<file path="src/rtl/vit_pkg.sv">
package vit_pkg;
  typedef enum logic {ST_IDLE, ST_RUN} vit_state_e;

  // candidate 0: previous state in the column chain, wrapping at the start
  function automatic int pred_lo(int k, int num_states);
    return (k == 0) ? num_states - 1 : k - 1;
  endfunction

  // candidate 1: the column head reaches back to the tail of its own column
  function automatic int pred_hi(int k, int group);
    return (k % group == 0) ? k + group - 1 : k;
  endfunction
endpackage

</file>
<file path="src/rtl/vit_satadd.sv">
module vit_satadd #(
  parameter int W = 16
) (
  input  logic [W-1:0] a_i,
  input  logic [W-1:0] b_i,
  output logic [W-1:0] s_o
);
  logic [W:0] sum;
  assign sum = {1'b0, a_i} + {1'b0, b_i};
  assign s_o = sum[W] ? '1 : sum[W-1:0];
endmodule

</file>
<file path="src/rtl/vit_node.sv">
module vit_node #(
  parameter int W = 16
) (
  input  logic [W-1:0] c_lo_i,
  input  logic [W-1:0] c_hi_i,
  input  logic [W-1:0] obs_i,
  output logic [W-1:0] metric_o,
  output logic         sel_o
);
  logic [W-1:0] best;
  assign sel_o = c_hi_i < c_lo_i;  // tie keeps candidate 0
  assign best  = sel_o ? c_hi_i : c_lo_i;
  vit_satadd #(.W(W)) u_obs_add (.a_i(best), .b_i(obs_i), .s_o(metric_o));
endmodule

</file>
<file path="src/rtl/vit_ctrl.sv">
module vit_ctrl
  import vit_pkg::*;
#(
  parameter int STEPS  = 1,
  parameter int STEP_W = 1
) (
  input  logic              clk_i,
  input  logic              rst_ni,
  input  logic              obs_valid_i,
  output logic              ready_o,
  output logic              accept_o,
  output logic              last_o,
  output logic [STEP_W-1:0] step_o,
  output logic              done_o
);
  vit_state_e        state_q;
  logic [STEP_W-1:0] step_q;
  logic              done_q;

  assign ready_o  = state_q == ST_IDLE;
  assign accept_o = ready_o && obs_valid_i;
  assign last_o   = (state_q == ST_RUN) && (step_q == STEP_W'(STEPS - 1));
  assign step_o   = step_q;
  assign done_o   = done_q;

  always_ff @(posedge clk_i or negedge rst_ni) begin
    if (!rst_ni) begin
      state_q <= ST_IDLE;
      step_q  <= '0;
      done_q  <= 1'b0;
    end else begin
      done_q <= 1'b0;
      case (state_q)
        ST_IDLE: if (obs_valid_i) begin
          state_q <= ST_RUN;
          step_q  <= '0;
        end
        default: if (last_o) begin
          state_q <= ST_IDLE;
          done_q  <= 1'b1;
        end else begin
          step_q <= step_q + 1'b1;
        end
      endcase
    end
  end
endmodule

</file>
<file path="src/rtl/vit_engine.sv">
module vit_engine
  import vit_pkg::*;
#(
  parameter int NUM_STATES = 24,
  parameter int GROUP      = 6,
  parameter int METRIC_W   = 16,
  parameter int NODES      = 24,
  parameter logic [NUM_STATES*METRIC_W-1:0] TRANS_LO = '0,
  parameter logic [NUM_STATES*METRIC_W-1:0] TRANS_HI = '0
) (
  input  logic                           clk_i,
  input  logic                           rst_ni,
  input  logic                           init_i,
  input  logic [NUM_STATES*METRIC_W-1:0] prior_i,
  input  logic                           obs_valid_i,
  output logic                           obs_ready_o,
  input  logic [NUM_STATES*METRIC_W-1:0] obs_i,
  output logic                           done_o,
  output logic [NUM_STATES*METRIC_W-1:0] metric_o,
  output logic [NUM_STATES-1:0]          surv_o
);
  localparam int STEPS  = NUM_STATES / NODES;
  localparam int STEP_W = (STEPS > 1) ? $clog2(STEPS) : 1;
  localparam int IDX_W  = $clog2(NUM_STATES);

  typedef logic [METRIC_W-1:0] metric_t;

  metric_t [NUM_STATES-1:0] prev_q, obs_q, prior_v, obs_v, shifted_m;
  logic    [NUM_STATES-1:0] surv_q, shifted_s;
  metric_t [NODES-1:0]      chunk_m;
  logic    [NODES-1:0]      chunk_s;
  logic                     ready, accept, last;
  logic    [STEP_W-1:0]     step;

  assign prior_v     = prior_i;
  assign obs_v       = obs_i;
  assign metric_o    = prev_q;
  assign surv_o      = surv_q;
  assign obs_ready_o = ready;

  vit_ctrl #(.STEPS(STEPS), .STEP_W(STEP_W)) u_ctrl (
    .clk_i      (clk_i),
    .rst_ni     (rst_ni),
    .obs_valid_i(obs_valid_i),
    .ready_o    (ready),
    .accept_o   (accept),
    .last_o     (last),
    .step_o     (step),
    .done_o     (done_o)
  );

  for (genvar n = 0; n < NODES; n++) begin : g_node
    logic [IDX_W-1:0] k_idx, lo_idx, hi_idx;
    metric_t          c_lo, c_hi;

    // with one step per timestep, step is constant zero and the routing folds to wires
    assign k_idx  = IDX_W'(int'(step) * NODES + n);
    assign lo_idx = IDX_W'(pred_lo(int'(k_idx), NUM_STATES));
    assign hi_idx = IDX_W'(pred_hi(int'(k_idx), GROUP));

    if (STEPS == 1 && TRANS_LO[n*METRIC_W +: METRIC_W] == '0) begin : g_lo_wire
      assign c_lo = prev_q[lo_idx];
    end else begin : g_lo_add
      vit_satadd #(.W(METRIC_W)) u_add (
        .a_i(prev_q[lo_idx]), .b_i(TRANS_LO[k_idx*METRIC_W +: METRIC_W]), .s_o(c_lo));
    end

    if (STEPS == 1 && TRANS_HI[n*METRIC_W +: METRIC_W] == '0) begin : g_hi_wire
      assign c_hi = prev_q[hi_idx];
    end else begin : g_hi_add
      vit_satadd #(.W(METRIC_W)) u_add (
        .a_i(prev_q[hi_idx]), .b_i(TRANS_HI[k_idx*METRIC_W +: METRIC_W]), .s_o(c_hi));
    end

    vit_node #(.W(METRIC_W)) u_node (
      .c_lo_i  (c_lo),
      .c_hi_i  (c_hi),
      .obs_i   (obs_q[k_idx]),
      .metric_o(chunk_m[n]),
      .sel_o   (chunk_s[n])
    );
  end

  if (STEPS == 1) begin : g_direct
    assign shifted_m = chunk_m;
    assign shifted_s = chunk_s;
  end else begin : g_shift
    metric_t [NUM_STATES-1:0] nxt_m_q;
    logic    [NUM_STATES-1:0] nxt_s_q;
    assign shifted_m = {chunk_m, nxt_m_q[NUM_STATES-1:NODES]};
    assign shifted_s = {chunk_s, nxt_s_q[NUM_STATES-1:NODES]};
    always_ff @(posedge clk_i or negedge rst_ni) begin
      if (!rst_ni) begin
        nxt_m_q <= '0;
        nxt_s_q <= '0;
      end else if (!ready) begin
        nxt_m_q <= shifted_m;
        nxt_s_q <= shifted_s;
      end
    end
  end

  always_ff @(posedge clk_i or negedge rst_ni) begin
    if (!rst_ni) begin
      prev_q <= '0;
      obs_q  <= '0;
      surv_q <= '0;
    end else begin
      if (accept) obs_q <= obs_v;
      if (init_i && ready) prev_q <= prior_v;
      else if (last)       prev_q <= shifted_m;
      if (last) surv_q <= shifted_s;
    end
  end
endmodule

</file>
<file path="config.mk">
export PLATFORM = sky130hd
export DESIGN_NAME = vit_engine
export DESIGN_NICKNAME = d
export VERILOG_FILES = /design/src/rtl/vit_pkg.sv /design/src/rtl/vit_satadd.sv /design/src/rtl/vit_node.sv /design/src/rtl/vit_ctrl.sv /design/src/rtl/vit_engine.sv
export SDC_FILE = /design/constraint.sdc
export NUM_CORES = 2
export LEC_CHECK = 0
export BUFFER_PORTS_ARGS = -buffer_cell sky130_fd_sc_hd__buf_2
export CORE_AREA = 2 2 466 468
export CTS_BUF_LIST = sky130_fd_sc_hd__clkbuf_8
export CTS_CLUSTER_DIAMETER = 80
export DETAILED_ROUTE_END_ITERATION = 8
export DIE_AREA = 0 0 468 470
export PLACE_DENSITY_LB_ADDON = 0.15
export SYNTH_ARGS = -nofsm -noshare
export SYNTH_HDL_FRONTEND = slang
export SYNTH_SLANG_ARGS = --single-unit
</file>
<file path="constraint.sdc">
create_clock -name clk_i -period 7.35 [get_ports clk_i]
set_input_delay 0.3675 -clock clk_i [delete_from_list [all_inputs] [get_ports clk_i]]
set_output_delay 0.3675 -clock clk_i [all_outputs]
set_load 0.05 [all_outputs]
</file>
==> metrics.csv <==
stage,metric,value,unit
logic_synthesis,register bit total from synthesis,795,
worst_setup_path,Critical Path Sink,metric_o[297]$_DFFE_PN0P_,
timing,count of final setup violators,0,
detailed_routing,DR WL/cell,32.19,um
floorplan,die span in x,468,um
timing,unrepaired setup endpoints after global routing,false,
timing,fin crit period,6.863,ns
worst_setup_path,CP max stage delay,0.64,ns
clocking,Root Driver,clkbuf_8,
timing,"Hold Violations, Final",0,
timing,worst-margin pin slew,1.248,ns
worst_setup_path,worst reg-to-reg path cell count,21,
worst_setup_path,Critical Path Start Type,flop,
detailed_routing,Final ANT Viol Nets,0,
worst_setup_path,crit end category,flop,
logic_synthesis,Gate Count Post-Synth,7995,
final_layout,filler cell count,21570,
detailed_routing,DRC viols,0,
final_layout,Final nets,11530,
worst_setup_path,Critical Path Most Common Cell,a21o_1,
final_layout,Multi-input gate area,0.04810,mm^2
place,Buffers on Ports,1181,
final_layout,area grow syn2layout,30.06,%
worst_setup_path,Critical-path top delay cell,dfrtp_4,
worst_setup_path,Worst Path Arrival,7.70,ns
clocking,clk sink count,795,
logic_synthesis,library cells used by synthesis,87,
worst_setup_path,worst path cell trace,"buf_4, nand2_1, nand2_1, ha_1, a21o_1, a21o_1, a211oi_1, o21bai_1, a21o_1, a221o_1, mux4_2, ha_1, fa_1, a211o_1, o211ai_1, a21o_1, o2bb2ai_1, o21bai_1, buf_4, a31oi_1, o21ai_0",
detailed_routing,M1 WL,178.6,mm
clocking,CTS tree,built,
clocking,clock-pin transition on the worst setup and hold timing paths,0.06,ns
floorplan,Starting Density,0.3293,
detailed_routing,Detailed Route Iter0 Violations,7008,
logic_synthesis,Mapped Nets,9535,
final_layout,share of cells above drive strength 1,0.2461,
timing,Peak Freq,145.7,MHz
job,Max Cap Violations,0,
timing,skew final,0.05316,ns
final_layout,Util after Layout,0.4283,
logic_synthesis,Synth Warn #,0,
worst_setup_path,"reg-to-reg slack, setup",0.49,ns
logic_synthesis,syn avg cell area,8.884,um^2
final_layout,final cell count without fillers,13000,
logic_synthesis,Netlist Area Pre-Place,0.07103,mm^2
timing,Fin Hold WS,0.1308,ns
grt,initial antenna violation count,54,
min_path,worst hold start,prior_i[91],
worst_setup_path,CP Class,reg2reg,
detailed_routing,vias per cell,5.734,
worst_setup_path,critical register-to-register path startpoint,u_ctrl.step_o$_DFFE_PN0P_,
worst_setup_path,Worst EP required,8.18,ns
place,placed cell count,11910,
worst_setup_path,Worst R2R End,metric_o[297]$_DFFE_PN0P_,
worst_setup_path,worst setup path start,u_ctrl.step_o$_DFFE_PN0P_,
clocking,CTS buffer count,165,
clocking,post-CTS resize count,0,
detailed_routing,met3 wire length,28.76,mm
grt,pin count of the biggest net entering global routing,157,
clocking,H-Tree Depth,4,
detailed_routing,via count,74560,
worst_setup_path,Crit Path Max Fanout,42,
detailed_routing,total length of routed met2 wires,185.4,mm
worst_setup_path,Stages on worst setup path,21,
place,GP Congestion,1.009,
logic_synthesis,Post-synth top flop,dfrtp_1,
clocking,CTS max path bufs,3,
grt,Total GRT Usage,0.3662,
timing,Slew HR,0.1678,
worst_setup_path,cell family with most CP delay,compound AO/OA/AOI/OAI gates,
detailed_routing,drt pass-1 iters,6,
timing,fin crit share,0.9337,
logic_synthesis,"EDFF count, synth",0,
floorplan,core area,0.2157,mm^2
run_status,status,completed,
place,Final HPWL DP,341.2,mm
floorplan,IO Pins,1182,
grt,vias in the first global route,72610,
logic_synthesis,async set-or-reset flop fraction in the synthesized netlist,1.000,
clocking,Clock Latency Late Sink,0.99,ns
timing,setup TNS,0,ns
worst_setup_path,CP bufs+invs,2,
detailed_routing,Routed WL,418.6,mm
logic_synthesis,"Seq/Total Area, Yosys",0.2801,
grt,grt total ovfl,0,
floorplan,num rows,171,
timing,Slew Limit Fails,0,
floorplan,Die Ht,470,um
grt,first-pass GRT wire length,570.1,mm
floorplan,area of the die,0.2200,mm^2
min_path,Hold Crit Class,in2reg,
final_layout,Sequential cell area,0.01990,mm^2
detailed_routing,Highest Signal Layer,met5,
flip-flops by register name, summed over array words and instances, names as in the netlist:
| register | flops |
|---|---|
| surv_o | 24 |
| u_ctrl.step_o | 1 |
| metric_o | 384 |
| u_ctrl.done_o | 1 |
| obs_q | 384 |
| u_ctrl.state_q | 1 |
worst reg2reg max path, cell delays in order (launching register included):
cell	delay, ns
dfrtp_4	0.64
buf_4	0.39
nand2_1	0.55
nand2_1	0.49
ha_1	0.37
a21o_1	0.18
a21o_1	0.18
a211oi_1	0.23
o21bai_1	0.14
a21o_1	0.19
a221o_1	0.35
mux4_2	0.51
ha_1	0.25
fa_1	0.43
a211o_1	0.31
o211ai_1	0.17
a21o_1	0.19
o2bb2ai_1	0.20
o21bai_1	0.34
buf_4	0.29
a31oi_1	0.23
o21ai_0	0.10
stage by stage:
step / setup WS [ns] / area, um^2
final: 0.4871 / 92380
after global placement: 0.5128 / 81130
after floorplan: 1.382 / 71030
after detailed placement: 0.5682 / 81130
after global routing: 0.1933 / 92350
after CTS: 0.5318 / 92310
cell usage after synthesis, types with 52 or more instances:
library cell  instances  area share
clkbuf_1            266       0.014
xor2_1               81       0.010
o21ai_0             590       0.042
o21bai_1             52      0.0055
buf_2                64      0.0045
dfrtp_1             795        0.28
mux2_2              727        0.12
o21a_1               70      0.0074
mux2i_1             419       0.059
a21oi_1             807       0.057
nand2_1             773       0.041
nor2_1              428       0.023
nor3_1               73      0.0051
a211oi_1             97       0.010
o211ai_1             55      0.0058
nor2b_1             246       0.022
xnor2_1             164       0.020
nand3_1              73      0.0051
inv_1               390       0.021
ha_1                744        0.13
nand4_1              59      0.0052
a21o_1              312       0.033
cell families after synthesis:
logic type	count (synthesis)	synth area share
AO/OA/AOI/OAI	2351	0.2039
adder cells (fa/ha/maj)	768	0.1378
AND/OR/NAND/NOR	1904	0.1252
buffers and inverters	770	0.04335
flip-flops	795	0.2801
XOR/XNOR	245	0.03021
multiplexers	1162	0.1794
per-layer routing:
| layer | vias to the layer above | global-route usage |
|---|---|---|
| li1 | 33160 | - |
| met1 | 37040 | 0.4807 |
| met2 | 3546 | 0.5738 |
| met3 | 798 | 0.06378 |
| met4 | 16 | 0.1889 |
| met5 | - | 0 |
layout make-up:
cell class / instances / share of cell area
Clock inverter: 104 / 0.008235
Sequential cell: 795 / 0.2154
Inverter: 391 / 0.01602
Multi-Input combinational cell: 6430 / 0.5207
Tap cell: 2854 / 0.03865
Clock buffer: 197 / 0.02935
Timing Repair Buffer: 2206 / 0.1710
Antenna cell: 26 / 0.0007043
how the worst min path moves through the flow:
stage,to,cells past startpoint,slack (ns)
finish,metric_o[91]$_DFFE_PN0P_,3,0.13
global route,metric_o[91]$_DFFE_PN0P_,3,0.08
CTS,metric_o[91]$_DFFE_PN0P_,3,0.02
detailed placement,obs_q[300]$_DFFE_PN0P_,1,0.44
global placement,obs_q[171]$_DFFE_PN0P_,1,0.44
floorplan,metric_o[0]$_DFFE_PN0P_,0,0.07
cell usage in the layout (no fill, tap or decap), types with 23 or more instances in the layout:
master | Yosys | routed
inv_1 | 390 | 441
xor2_1 | 81 | 81
buf_2 | 64 | 1180
dlygate4sd3_1 | 0 | 771
clkinv_2 | 0 | 26
mux2_2 | 727 | 727
o211ai_1 | 55 | 55
ha_1 | 744 | 744
and4_1 | 23 | 23
o21ai_0 | 590 | 590
nand2_1 | 773 | 772
a2111oi_0 | 26 | 26
nor3_1 | 73 | 73
nand4_1 | 59 | 59
o2111ai_1 | 23 | 23
clkbuf_8 | 0 | 197
a21o_1 | 312 | 312
and3_1 | 45 | 45
nor2_1 | 428 | 427
a21boi_0 | 24 | 24
fa_1 | 24 | 24
a31oi_1 | 48 | 48
nor2b_1 | 246 | 244
o21bai_1 | 52 | 52
a211oi_1 | 97 | 97
or3_1 | 33 | 33
xnor2_1 | 164 | 164
o21a_1 | 70 | 70
nand2b_1 | 48 | 48
mux2i_1 | 419 | 419
diode_2 | 0 | 26
dfrtp_1 | 795 | 794
a21oi_1 | 807 | 807
buf_4 | 10 | 234
nand3_1 | 73 | 73
what timing repair did:
item | 4_1_cts | 5_1_grt
hold buffers | 771 | 0
buffers inserted | 0 | 0
hold endpoints to repair | 870 | 0
Power is not shown: default switching activity piles up to over one toggle a cycle in this logic, so the estimate is an artifact.
